===== src/rtl/irq_entry_pkg.sv =====
package irq_entry_pkg;
  typedef enum logic [2:0] {
    ST_IDLE, ST_DUM0, ST_DUM1, ST_PCH, ST_PCL, ST_PSW, ST_VLO, ST_VHI
  } step_e;
  localparam int ENTRY_CYCLES = 7;
  localparam int CNT_W        = $clog2(ENTRY_CYCLES + 1);
  localparam int FLAG_I       = 2;
  localparam int FLAG_D       = 3;
  localparam int FLAG_B       = 4;
endpackage


===== src/rtl/irq_req_arb.sv =====
module irq_req_arb (
  input  logic clk,
  input  logic rst,
  input  logic poll,
  input  logic idle,
  input  logic nmi_n,
  input  logic irq_n,
  input  logic irq_mask,
  output logic start,
  output logic take_nmi
);
  logic nmi_prev, nmi_pend, nmi_fall, nmi_avail, irq_avail;

  assign nmi_fall  = nmi_prev & ~nmi_n;
  assign nmi_avail = nmi_pend | nmi_fall;
  assign irq_avail = ~irq_n & ~irq_mask;
  assign take_nmi  = nmi_avail;
  assign start     = poll & idle & (nmi_avail | irq_avail);

  always_ff @(posedge clk) begin
    if (rst) begin
      nmi_prev <= 1'b1;
      nmi_pend <= 1'b0;
    end else begin
      nmi_prev <= nmi_n;
      nmi_pend <= nmi_avail & ~(start & take_nmi);
    end
  end

  // a latched edge survives until an entry consumes it
  assert_pend_held_R2: assert property (@(posedge clk) disable iff (rst)
    (nmi_pend && !start) |=> nmi_pend);
endmodule


===== src/rtl/irq_entry_fsm.sv =====
module irq_entry_fsm #(
  parameter int          DATA_W     = 8,
  parameter logic [7:0]  STACK_PAGE = 8'h01,
  parameter logic [15:0] NMI_VEC    = 16'hFFFA,
  parameter logic [15:0] IRQ_VEC    = 16'hFFFE
) (
  input  logic                    clk,
  input  logic                    rst,
  input  logic                    start,
  input  logic                    take_nmi,
  input  logic [2*DATA_W-1:0]     pc_in,
  input  logic [DATA_W-1:0]       sp_in,
  input  logic [DATA_W-1:0]       p_in,
  output logic [2*DATA_W-1:0]     mem_addr,
  output logic                    mem_we,
  output logic [DATA_W-1:0]       mem_wdata,
  input  logic [DATA_W-1:0]       mem_rdata,
  output logic                    busy,
  output logic                    done,
  output logic                    svc_nmi,
  output logic [2*DATA_W-1:0]     pc_out,
  output logic [DATA_W-1:0]       sp_out,
  output logic [DATA_W-1:0]       p_out,
  output logic [irq_entry_pkg::CNT_W-1:0] cyc_out
);
  import irq_entry_pkg::*;
  localparam int AW = 2 * DATA_W;

  step_e             step;
  logic [AW-1:0]     pc_s;
  logic [DATA_W-1:0] sp_s, p_s, vlo;
  logic [AW-1:0]     vec_base;

  assign busy     = (step != ST_IDLE);
  assign vec_base = svc_nmi ? NMI_VEC : IRQ_VEC;

  always_ff @(posedge clk) begin
    if (rst) begin
      step      <= ST_IDLE;
      pc_s      <= '0;
      sp_s      <= '0;
      p_s       <= '0;
      vlo       <= '0;
      svc_nmi   <= 1'b0;
      mem_addr  <= '0;
      mem_we    <= 1'b0;
      mem_wdata <= '0;
      done      <= 1'b0;
      pc_out    <= '0;
      sp_out    <= '0;
      p_out     <= '0;
      cyc_out   <= '0;
    end else begin
      done <= 1'b0;
      if (step != ST_IDLE) cyc_out <= cyc_out + 1'b1;
      unique case (step)
        ST_IDLE: if (start) begin
          pc_s     <= pc_in;
          sp_s     <= sp_in;
          p_s      <= p_in;
          svc_nmi  <= take_nmi;
          cyc_out  <= '0;
          mem_addr <= pc_in;
          mem_we   <= 1'b0;
          step     <= ST_DUM0;
        end
        ST_DUM0: begin
          mem_addr <= pc_s;
          step     <= ST_DUM1;
        end
        ST_DUM1: begin
          mem_we    <= 1'b1;
          mem_addr  <= {STACK_PAGE, sp_s};
          mem_wdata <= pc_s[AW-1:DATA_W];
          sp_s      <= sp_s - 1'b1;
          step      <= ST_PCH;
        end
        ST_PCH: begin
          mem_addr  <= {STACK_PAGE, sp_s};
          mem_wdata <= pc_s[DATA_W-1:0];
          sp_s      <= sp_s - 1'b1;
          step      <= ST_PCL;
        end
        ST_PCL: begin
          mem_addr  <= {STACK_PAGE, sp_s};
          mem_wdata <= p_s & ~(DATA_W'(1) << FLAG_B);
          sp_s      <= sp_s - 1'b1;
          step      <= ST_PSW;
        end
        ST_PSW: begin
          mem_we   <= 1'b0;
          mem_addr <= vec_base;
          step     <= ST_VLO;
        end
        ST_VLO: begin
          vlo      <= mem_rdata;
          mem_addr <= vec_base + 1'b1;
          step     <= ST_VHI;
        end
        ST_VHI: begin
          pc_out <= {mem_rdata, vlo};
          sp_out <= sp_s;
          p_out  <= (p_s & ~(DATA_W'(1) << FLAG_D))
                    | (svc_nmi ? '0 : (DATA_W'(1) << FLAG_I));
          done   <= 1'b1;
          step   <= ST_IDLE;
        end
        default: step <= ST_IDLE;
      endcase
    end
  end

  // every write lands on the stack page, and only during an entry
  assert_we_page_R6: assert property (@(posedge clk) disable iff (rst)
    mem_we |-> (mem_addr[AW-1:DATA_W] == STACK_PAGE) && busy);
  // the pushed status byte never carries the break flag
  assert_push_nob_R7: assert property (@(posedge clk) disable iff (rst)
    (mem_we && step == ST_PSW) |-> !mem_wdata[FLAG_B]);
  // done is a single-cycle strobe
  assert_done_single_R5: assert property (@(posedge clk) disable iff (rst)
    done |=> !done);
  // completion always reports seven cycles
  assert_done_count_R5: assert property (@(posedge clk) disable iff (rst)
    done |-> (cyc_out == CNT_W'(ENTRY_CYCLES)));
  // decimal flag is cleared on completion
  assert_dclr_R8: assert property (@(posedge clk) disable iff (rst)
    done |-> !p_out[FLAG_D]);
  // second vector read is in the top page
  assert_vec_page_R9: assert property (@(posedge clk) disable iff (rst)
    (step == ST_VHI) |-> (mem_addr[AW-1:DATA_W] == '1));
endmodule


===== src/rtl/irq_entry_seq.sv =====
module irq_entry_seq #(
  parameter int          DATA_W     = 8,
  parameter logic [7:0]  STACK_PAGE = 8'h01,
  parameter logic [15:0] NMI_VEC    = 16'hFFFA,
  parameter logic [15:0] IRQ_VEC    = 16'hFFFE
) (
  input  logic                 clk,
  input  logic                 rst,
  input  logic                 poll,
  input  logic                 nmi_n,
  input  logic                 irq_n,
  input  logic [2*DATA_W-1:0]  pc_in,
  input  logic [DATA_W-1:0]    sp_in,
  input  logic [DATA_W-1:0]    p_in,
  output logic [2*DATA_W-1:0]  mem_addr,
  output logic                 mem_we,
  output logic [DATA_W-1:0]    mem_wdata,
  input  logic [DATA_W-1:0]    mem_rdata,
  output logic                 busy,
  output logic                 done,
  output logic [2*DATA_W-1:0]  pc_out,
  output logic [DATA_W-1:0]    sp_out,
  output logic [DATA_W-1:0]    p_out,
  output logic [irq_entry_pkg::CNT_W-1:0] cyc_out
);
  import irq_entry_pkg::*;

  logic start, take_nmi, svc_nmi;

  irq_req_arb u_arb (
    .clk      (clk),
    .rst      (rst),
    .poll     (poll),
    .idle     (~busy),
    .nmi_n    (nmi_n),
    .irq_n    (irq_n),
    .irq_mask (p_in[FLAG_I]),
    .start    (start),
    .take_nmi (take_nmi)
  );

  irq_entry_fsm #(
    .DATA_W     (DATA_W),
    .STACK_PAGE (STACK_PAGE),
    .NMI_VEC    (NMI_VEC),
    .IRQ_VEC    (IRQ_VEC)
  ) u_fsm (
    .clk       (clk),
    .rst       (rst),
    .start     (start),
    .take_nmi  (take_nmi),
    .pc_in     (pc_in),
    .sp_in     (sp_in),
    .p_in      (p_in),
    .mem_addr  (mem_addr),
    .mem_we    (mem_we),
    .mem_wdata (mem_wdata),
    .mem_rdata (mem_rdata),
    .busy      (busy),
    .done      (done),
    .svc_nmi   (svc_nmi),
    .pc_out    (pc_out),
    .sp_out    (sp_out),
    .p_out     (p_out),
    .cyc_out   (cyc_out)
  );

  // a maskable entry only follows an unmasked, asserted, polled request
  assert_irq_gate_R3: assert property (@(posedge clk) disable iff (rst)
    ($rose(busy) && !svc_nmi) |-> $past(poll && !irq_n && !p_in[FLAG_I]));
endmodule


===== config.mk =====
export PLATFORM = sky130hd
export DESIGN_NAME = irq_entry_seq
export DESIGN_NICKNAME = d
export VERILOG_FILES = /design/src/rtl/irq_entry_pkg.sv /design/src/rtl/irq_req_arb.sv /design/src/rtl/irq_entry_fsm.sv /design/src/rtl/irq_entry_seq.sv
export SDC_FILE = /design/constraint.sdc
export NUM_CORES = 1
export LEC_CHECK = 0
export ABC_AREA = 1
export BUFFER_PORTS_ARGS = -buffer_cell sky130_fd_sc_hd__buf_4
export CAP_MARGIN = 15
export CORE_ASPECT_RATIO = 1.1
export CORE_MARGIN = 1.5
export CORE_UTILIZATION = 45
export CTS_CLUSTER_DIAMETER = 150
export DETAILED_ROUTE_END_ITERATION = 10
export GPL_TIMING_DRIVEN = 0
export PLACE_DENSITY = 0.8
export SLEW_MARGIN = 10
export SYNTH_ARGS = -nofsm -noshare
export SYNTH_HDL_FRONTEND = slang
export SYNTH_SLANG_ARGS = --single-unit

===== constraint.sdc =====
create_clock -name clk -period 1.8 [get_ports clk]
set_input_delay 0.09 -clock clk [delete_from_list [all_inputs] [get_ports clk]]
set_output_delay 0.09 -clock clk [all_outputs]
set_load 0.01 [all_outputs]

; Yosys cells after proc, flatten, opt, wreduce, memory -nomap -nowiden
; Index checks and enable logic that the tools add are counted.
; Widths: inputs -> output; s select.
[classes]
add_sub_neg = 3
n_mul = 0
div = 0
magnitude_cmp = 0
n_eq_ne = 8
shifts = 0
n_mux = 15
bitwise = 14
n_reduce_logical = 11
[ops]
columns = cell, n
row1 = $pmux 16 s5, 1
row2 = $pmux 3 s8, 1
row3 = $pmux 8 s3, 1
row4 = $mux 3, 6
row5 = $add 16x1->16 const B, 1
row6 = $mux 16, 1
row7 = $pmux 8 s2, 1
row8 = $eq 3x3->1 const B, 4
row9 = $reduce_bool 3->1, 3
row10 = $mux 8, 1
row11 = $or 8x8->8, 1
row12 = $reduce_and 2->1, 4
row13 = $sub 8x1->8 const B, 1
row14 = $and 1x1->1, 6
row15 = $eq 3x2->1 const B, 2
row16 = $not 1->1, 5
row17 = $reduce_bool 5->1, 1
row18 = $add 3x1->3 const B, 1
row19 = $eq 3x1->1 const B, 1
row20 = $logic_not 3->1, 1
row21 = $pmux 1 s3, 1
row22 = $reduce_or 3->1, 1
row23 = $mux 1, 2
row24 = $ne 2x2->1 const B, 1
row25 = 2 further kinds, 3
[word_totals]
ff_bits = 107
latch_bits = 0
ram_bits = 0
rom_bits = 0
in_bits = 45
output_inout_bits = 62
word_cells = 67
n_memories = 0

; Longest topological paths before layout
; Gate-level depths: netlist of run 1.
[logic_depth]
ltp_word = 8
mapped_depth = 12
ltp_nobuf = 10

; By module
; Synthesis of run 1 repeated with hierarchy kept, for this count alone.
[hier_totals]
hier_cells = 584
hier_area_um2 = 4488.1
[by_module_without_submodules]
columns = module, instances, cells_each, area_each_um2, seq_area_each_um2
row1 = irq_entry_fsm, 1, 565, 4372.9, 2082.0
row2 = irq_req_arb, 1, 18, 111.4, 40.0
row3 = irq_entry_seq, 1, 1, 3.8, 0.0

; Worst setup path before layout of run 1
; OpenSTA, ideal clock, no wires.
[synth_path]
path_kind = flip-flop to flip-flop
start = register u_fsm.step[1]
end = register u_fsm.mem_addr[11]
setup_time_ps = 113
t_arrival_ps = 1619
path_slack_ps = 68
stages_incl_launch_ff = 13
n_path_buf = 3
period_less_slack_ps = 1732
cell_sequence = dfxtp_1 -> inv_1 -> ha_1 -> nand2_4 -> nor2_4 -> nand2_2 -> buf_6 -> nand2_8 -> nand2_2 -> buf_6 -> buf_6 -> nor2_1 -> nor2_1
[synth_via]
elab_chain_cells = 6
elab_cells_between_ends = 16
cone_classes = eq/ne (7) / mux (1) / bitwise (3) / reduce/logical (5)
[synth_rtl]
columns = element, line
row1 = start: declaration, irq_entry_fsm.sv:29  ; step_e step;
row2 = start signal: assignment, irq_entry_fsm.sv:39  ; step <= ST_IDLE;
row3 = start signal: assignment, irq_entry_fsm.sv:65  ; step <= ST_DUM0;
row4 = start signal: assignment, irq_entry_fsm.sv:69  ; step <= ST_DUM1;
row5 = $reduce_bool 3->1, irq_entry_fsm.sv:34  ; assign busy = (step != ST_IDLE);
row6 = via busy, irq_entry_seq.sv:19  ; output logic busy,
row7 = $not 1->1, irq_entry_seq.sv:34  ; .idle (~busy),
row8 = $and 1x1->1 (2 in a row), irq_req_arb.sv:18  ; assign start = poll & idle & (nmi_avail | irq_avail);
row9 = $ne 2x2->1 (no source line), -
row10 = $reduce_and 2->1 (no source line), -
row11 = end signal: assignment, irq_entry_fsm.sv:63  ; mem_addr <= pc_in;
row12 = end signal: assignment, irq_entry_fsm.sv:68  ; mem_addr <= pc_s;
row13 = end signal: assignment, irq_entry_fsm.sv:73  ; mem_addr <= {STACK_PAGE, sp_s};
row14 = end: declaration, irq_entry_fsm.sv:14  ; output logic [2*DATA_W-1:0] mem_addr,
; The timed path passes the listed nets, and every way through them passes these cells.
; A chain may end at the register's enable or synchronous reset.

; Worst setup path in the final report of run 1
[layout_path]
start = register u_fsm.step[0]
end = register u_fsm.mem_addr[6]
[layout_via]
elab_chain_cells = 6
elab_cells_between_ends = 16
cone_classes = eq/ne (7) / mux (1) / bitwise (3) / reduce/logical (5)
[layout_rtl]
columns = element, line
row1 = $reduce_bool 3->1, irq_entry_fsm.sv:34
row2 = $not 1->1, irq_entry_seq.sv:34
row3 = $and 1x1->1 (2 in a row), irq_req_arb.sv:18
row4 = $ne 2x2->1 (no source line), -
row5 = $reduce_and 2->1 (no source line), -
; Several ways; a longest one is shown, not always the timed one.

==> summary.txt, run 1 <==
Run status
  – Outcome: finished, final reports clean

Yosys
  – Syn. warnings: 0
  – Register area share after synthesis: 46.0%
  – Cells after Synth: 658
  – Yosys reg bits: 106
  – Mapped Nets: 709
  – Post-Syn Area: 4620 sq um
  – Unique masters post-synth: 29
  – Synthesized area per cell: 7.02 sq um

Placement
  – Detailed Place HPWL: 10500 um
  – DP Area: 5560 sq um
  – Global placement routability congestion: 0.912
  – Setup slack at placement: -0.227 ns
  – IO Port Bufs: 105

Global route
  – Largest net degree at the start of global routing: 17
  – GRT Total Usage: 26.1%
  – Vias in the first global route: 4530
  – Initial antenna violation count: 0
  – First-pass GRT wire length: 22000 um
  – Global route overflow: 0

Clock network
  – CTS H-tree depth: 3
  – Reg clk slew, reported paths: 0.10 ns
  – Clk_lat worst skew: 0.38 ns
  – Cts bufs inserted: 9
  – Clk root buf: clkbuf_8
  – Clock buffer depth: 2
  – CTS tree: yes
  – Clock sinks: 106

Setup path
  – R2R depth: 11
  – Crit path launch: u_fsm.step[0]
  – Critical path arrival: 2.02 ns
  – R2r setup slk: 0.06 ns
  – CP required: 2.08 ns
  – CP startpoint kind: flip-flop
  – Critical path class: flip-flop to flip-flop
  – Reg-to-reg endpoint: u_fsm.mem_addr[6]
  – Element type at the critical path end: flip-flop
  – Worst Setup EP: u_fsm.mem_addr[6]
  – Maximum fanout along the worst path: 10
  – R2R Path Start: u_fsm.step[0]

Route
  – Wire per inst: 15.3 um
  – Remaining DRCs: 0
  – Post-DRT Antenna Nets: 0
  – First-iteration detailed-routing DRC count: 414
  – DR pass1 iterations: 5
  – Routed wire length: 14200 um
  – Via count: 4900
  – Vias per inst: 5.29

Floorplanning
  – Core box area: 9940 sq um
  – Initial Util: 46.5%
  – Die Span Y: 109 um
  – FP Rows: 38
  – DIE AREA: 10900 sq um
  – Io pins: 107
  – Die width: 99.6 um

Layout
  – Commonest non-fill, non-tap cells in the layout: nor2_1 (129), buf_4 (114), nand2_1 (107)
  – Layout cells sized above 1: 21.2%
  – Antenna fix cells: 0
  – Final nets: 854
  – Most common cell after layout, fill and taps aside: nor2_1
  – Fill count: 870
  – Final instance area: 6170 sq um
  – Post-layout util: 62.1%
  – Area grow syn2layout: 33.7%

Timing
  – Fmax achieved: 574 MHz
  – Post-route clock period utilization: 96.8%
  – Worst setup margin: 0.0569 ns
  – Hold Fails Final Rpt: 0
  – Fin Setup TNS: 0 ns
  – Final setup fails: 0
  – Slew Viols, Final: 0
  – Skew final: 0.00762 ns
  – Actual slew at the worst max-slew pin: 0.617 ns
  – Max-slew headroom: 58.8%
  – Period minus WS final: 1.74 ns
  – RSZ-0062 raised after global routing: true

Power
  – Design Power: 9.37 mW
  – Power Density: 1520 nW/um^2
  – Leakage: 2.88 nW
  – Worst IR Drop VDD: 0.851 mV

Job
  – Total of max-cap violations: 0

Worst hold path
  – Hold Path Class: input pin to flip-flop
## cells in the mapped netlist
library cell	instances	area [sq um]
inv_2	3	11.3
buf_4	3	22.5
a31oi_1	2	12.5
buf_1	4	15.0
clkbuf_1	19	71.3
nand2_8	1	20.0
o21ai_0	104	521
dfxtp_1	106	2120
nand2_2	6	37.5
ha_1	6	75.1
a21oi_1	42	210
nand3_1	28	140
a211oi_1	2	15.0
inv_1	64	240
o22ai_1	4	25.0
o211ai_2	1	12.5
a21oi_2	4	35.0
nor3_1	2	10.0
buf_6	3	33.8
o211ai_1	1	7.51
nand4_1	2	12.5
buf_2	6	30.0
nor2_4	1	11.3
nor2_2	1	6.26
conb_1	1	3.75
nand2_1	110	413
nand2_4	1	11.3
clkinv_1	1	3.75
nor2_1	130	488
## layer usage
layer / track usage (%) / share of wire, % / up-vias
li1: - / - / 2392
met1: 31.9 / 42 / 2272
met2: 46.9 / 49 / 201
met3: 2.88 / 5.8 / 35
met4: 11.0 / 2.6 / 0
met5: 0 / 0 / -
## flip-flops by register name, summed over array words and instances (netlist names), 3 cells and up
name and count:
u_fsm.mem_addr 16, u_fsm.pc_out 16, u_fsm.pc_s 16, u_fsm.mem_wdata 8, u_fsm.p_s 8, u_fsm.sp_out 8, u_fsm.sp_s 8, u_fsm.vlo 8
u_fsm.p_out 7, u_fsm.cyc_out 3, u_fsm.step 3
## timing repair
action                                  4_1_cts  5_1_grt
endpoints found under the setup margin       57       50
resized for setup                            16       21
setup buffers                                 4        2
hold buffers                                 22        0
cloned                                        0        1
hold endpoints to repair                     29        0
pin swaps                                     1        3
## report_power, final
group / total [mW] / internal (mW) / switching (mW)
combinational: 4.43 / 1.73 / 2.70
sequential: 3.21 / 2.85 / 0.367
clock: 1.72 / 0.917 / 0.807
## final cells by class
| class | count | area (sq um) | area share, % |
|---|---|---|---|
| repair buffers | 134 | 1070 | 17.4 |
| clock buffers | 10 | 128 | 2.07 |
| clock inverters | 5 | 104 | 1.68 |
| plain buffers | 35 | 185 | 3.00 |
| multi-input cells | 449 | 2150 | 34.8 |
| inverters | 68 | 262 | 4.24 |
| flip-flops and latches | 106 | 2120 | 34.4 |
| well taps | 120 | 150 | 2.43 |
## worst min-delay path by stage
stage / start / endpoint / slack [ns] / cells past startpoint
floorplan: rst / u_fsm.cyc_out[1] / 0.16 / 1
global placement: nmi_n / u_arb.nmi_prev / 0.28 / 3
detailed placement: nmi_n / u_arb.nmi_prev / 0.28 / 3
CTS: pc_in[12] / u_fsm.pc_s[12] / 0.005 / 3
global route: pc_in[5] / u_fsm.pc_s[5] / 0.02 / 3
finish: p_in[3] / u_fsm.p_s[3] / 0.007 / 3
## worst max-delay path: stages (launching register included)
cell and delay (ns):
dfxtp_2 0.36, inv_4 0.08, ha_2 0.21, nand2_2 0.10, nand2_4 0.13, inv_2 0.08, o211ai_4 0.12, nand2_4 0.10
buf_6 0.14, buf_6 0.14, a21oi_4 0.13, nor2_1 0.05
## kinds of logic (layout without fill, tap and decap cells)
group	Yosys count	count (layout)	share of synthesized area [%]
buffers and inverters	103	252	9.27
AO/OA/AOI/OAI	160	160	18.2
other	1	1	0.0812
adder cells (fa/ha/maj)	6	6	1.63
AND/OR/NAND/NOR	282	282	24.9
flip-flops	106	106	46.0
## through the flow
step / instances / hold WS (ns)
floorplan: 658 / 0.159
global placement: 883 / 0.278
detailed placement: 883 / 0.283
CTS: 924 / 0.00476
global route: 927 / 0.0160
finish: 927 / 0.00694
(Power assumes the default switching activity.)
==> run 2, diff against run 1 <==
REMOVE_ABC_BUFFERS = 1   (was not set)
==> run 2 against run 1 <==
  * The flow now finishes with violations (negative hold slack)
  * Wire length shrank 2.5%
  * Critical endpoint is now u_fsm.mem_addr[7]
  * Largest power group unchanged
  * Highest routed layer unchanged
  * Count of clock-buffer cells in the layout is the same
  * Final area rose by 0.12%
==> summary.txt, run 2 (same netlist as run 1, synthesis figures left out) <==
Placement
  – Detailed Place HPWL: 7920 um (-24%)
  – Setup slack at placement: -1.59 ns (-1.37 ns)
  – DP Area: 5390 sq um (-3.1%)
  – Global placement routability congestion: 0.867 (-4.9%)
  – IO Port Bufs: 105 (unchanged)

Setup path
  – Worst path slowest cell: dfxtp_1
  – Crit path buffers/inverters: 3 (-1)
  – CP top delay family: simple AND/OR/NAND/NOR gates
  – CP startpoint kind: flip-flop
  – Reg-to-reg endpoint: u_fsm.mem_addr[7]
  – Critical path arrival: 2.06 ns (+0.04 ns)
  – Stages on the worst setup path: 11 (unchanged)
  – Critical path class: flip-flop to flip-flop
  – Crit path cell chain: inv_2 -> ha_4 -> nand2_8 -> nand2_8 -> buf_4 -> nor2_4 -> buf_12 -> nand2_1 -> nand3_1 -> nor2_1 -> nor2_1
  – Worst Setup EP: u_fsm.mem_addr[7]
  – Crit path launch: u_fsm.step[0]
  – CP required: 2.07 ns (about the same)
  – Maximum fanout along the worst path: 12 (+2)
  – R2R Path Start: u_fsm.step[0]
  – R2R depth: 11 (unchanged)
  – Element type at the critical path end: flip-flop
  – CP peak stage delay: 0.36 ns (about the same)
  – R2r setup slk: 0.007 ns (-0.05 ns)

Floorplanning
  – Io pins: 107 (unchanged)
  – FP Rows: 38 (unchanged)
  – DIE AREA: 10900 sq um (unchanged)
  – Core box area: 9940 sq um (unchanged)
  – Die Span Y: 109 um (unchanged)
  – Die width: 99.6 um (unchanged)
  – Initial Util: 46.5% (unchanged)

Global route
  – GRT Total Usage: 25.0% (-1.1 points)
  – Vias in the first global route: 4396 (-3.0%)
  – Global route overflow: 0 (unchanged)
  – First-pass GRT wire length: 21100 um (-3.9%)
  – Largest net degree at the start of global routing: 102 (+85)
  – Initial antenna violation count: 0 (unchanged)

Clock network
  – CTS H-tree depth: 3 (unchanged)
  – CTS tree: yes
  – Clock buffer depth: 2 (unchanged)
  – Clock sinks: 106 (unchanged)
  – Clk root buf: clkbuf_8
  – Reg clk slew, reported paths: 0.10 ns (about the same)
  – Cts bufs inserted: 9 (unchanged)
  – Clk_lat worst skew: 0.38 ns (about the same)

Layout
  – Top flop regs: u_fsm.mem_addr x16, u_fsm.pc_out x16, u_fsm.pc_s x16
  – Antenna fix cells: 0 (unchanged)
  – Final instance area: 6180 sq um (+0.12%)
  – Final nets: 837 (-2.0%)
  – Commonest non-fill, non-tap cells in the layout: nor2_1 (129), buf_4 (117), nand2_1 (106)
  – Area grow syn2layout: 33.8%
  – Layout cells sized above 1: 22.8% (+1.6 points)
  – Most common cell after layout, fill and taps aside: nor2_1

Timing
  – Skew final: 0.0138 ns (+0.00617 ns)
  – Final setup fails: 0 (unchanged)
  – Slew Viols, Final: 0 (unchanged)
  – Period minus WS final: 1.79 ns (+0.0503 ns)
  – Min Hold Slack: -0.00460 ns (-0.0115 ns)
  – Hold Fails Final Rpt: 1 (+1)
  – Worst setup margin: 0.00659 ns (-0.0503 ns)
  – Fmax achieved: 558 MHz (-2.8%)
  – Max-slew headroom: 44.7% (-14 points)
  – RSZ-0062 raised after global routing: true
  – Post-route clock period utilization: 99.6% (+2.8 points)
  – Actual slew at the worst max-slew pin: 0.830 ns (+0.213 ns)

Power
  – Power Density: 1500 nW/um^2 (-0.95%)
  – NetSw: 4.05 mW (+4.7%)
  – Sequential power share: 34.5% (+0.2 points)
  – Worst IR Drop VDD: 0.934 mV (+9.7%)
  – Leakage: 2.87 nW (-0.48%)
  – Design Power: 9.29 mW (-0.83%)
  – Clk pwr share: 15.9% (-2.5 points)
  – Internal: 5.23 mW (-4.7%)
  – Switching share of total power: 43.6% (+2.3 points)
  – Logic pwr share: 49.6% (+2.3 points)

Job
  – Total of max-cap violations: 0 (unchanged)

Route
  – Wire per inst: 15.2 um (-0.69%)
  – Vias per inst: 5.33 (+0.81%)
  – Routed wire length: 13800 um (-2.5%)
  – First-iteration detailed-routing DRC count: 399 (-3.6%)
  – Remaining DRCs: 0 (unchanged)
  – Post-DRT Antenna Nets: 0 (unchanged)
  – Via count: 4849 (-1.0%)
  – DR pass1 iterations: 7 (+2)

Run status
  – Violated checks: negative hold slack
  – Outcome: finished with violations

Worst hold path
  – Hold Path Class: input pin to flip-flop
[run 2: cell count changes in the layout (fill, tap and decap cells not counted), moves of 4 or more]
cell        change
buf_1           -4
buf_2           -5
clkbuf_1       -17
clkinvlp_4      +6
nand2_4         +8
o21ai_0         +4
o21ai_1         -4
[run 2: layout make-up]
class | instances | area, sq um
timing repair buffer | 142 | 1140
inverter | 68 | 263
clock buffer | 10 | 138
multi-input combinational | 456 | 2290
sequential | 106 | 2130
tap | 120 | 150
fill | 876 | 3760
timing repair inverter | 3 | 22.5
clock inverter | 5 | 55.1
[run 2: power by group through the flow]
stage | clock (mW) | combinational [mW] | sequential (mW)
5_1_grt | 1.60 | 5.02 | 3.25
4_1_cts | 1.49 | 4.39 | 3.18
6_report | 1.47 | 4.61 | 3.20
2_1_floorplan | 0 | 2.37 | 3.25
3_5_place_dp | 0 | 3.61 | 3.22
3_3_place_gp | 0 | 3.51 | 3.20
[run 2: per-stage QoR]
stage                     TNS (ns)  hold WS (ns)  utilization, %  instances
after floorplan             -17.85         0.159               -        623
after global placement      -98.60         0.278            54.2        848
after detailed placement    -89.37         0.280            54.2        848
after CTS                        0       0.00540            61.4        907
after global routing       -0.0192       0.00786            62.2        910
final                            0      -0.00460            62.2        910
[run 2: how the worst min path moves through the flow]
stage                        to      from  slack [ns]  depth (start not counted)
3_3_place_gp     u_arb.nmi_prev     nmi_n        0.28                          3
2_1_floorplan  u_fsm.cyc_out[1]       rst        0.16                          1
3_5_place_dp     u_arb.nmi_prev     nmi_n        0.28                          3
6_report           u_fsm.p_s[7]   p_in[7]      -0.005                          3
5_1_grt            u_fsm.p_s[3]   p_in[3]       0.008                          3
4_1_cts           u_fsm.pc_s[3]  pc_in[3]       0.005                          3
[run 2: worst reg2reg max path, stage by stage (launching register included)]
cell and delay, ns:
dfxtp_1 0.36, inv_2 0.14, ha_4 0.22, nand2_8 0.11, nand2_8 0.11, buf_4 0.15
nor2_4 0.05, buf_12 0.13, nand2_1 0.09, nand3_1 0.09, nor2_1 0.17, nor2_1 0.05
[run 2: layer usage]
metal / GRT usage [%] / wire (um) / vias to the layer above
li1: - / - / 2360
met1: 30.3 / 5500 / 2210
met2: 43.4 / 6780 / 226
met3: 4.36 / 1060 / 53
met4: 11.6 / 510 / 0
met5: 0 / 0 / -
[run 2: timing repair]
action | in CTS | in global routing
pin swaps | 9 | 4
resized for setup | 30 | 12
hold buffers | 23 | 0
endpoints found under the setup margin | 103 | 33
endpoints found under the hold margin | 33 | 0
buffers inserted | 11 | 3
cloned | 10 | 0
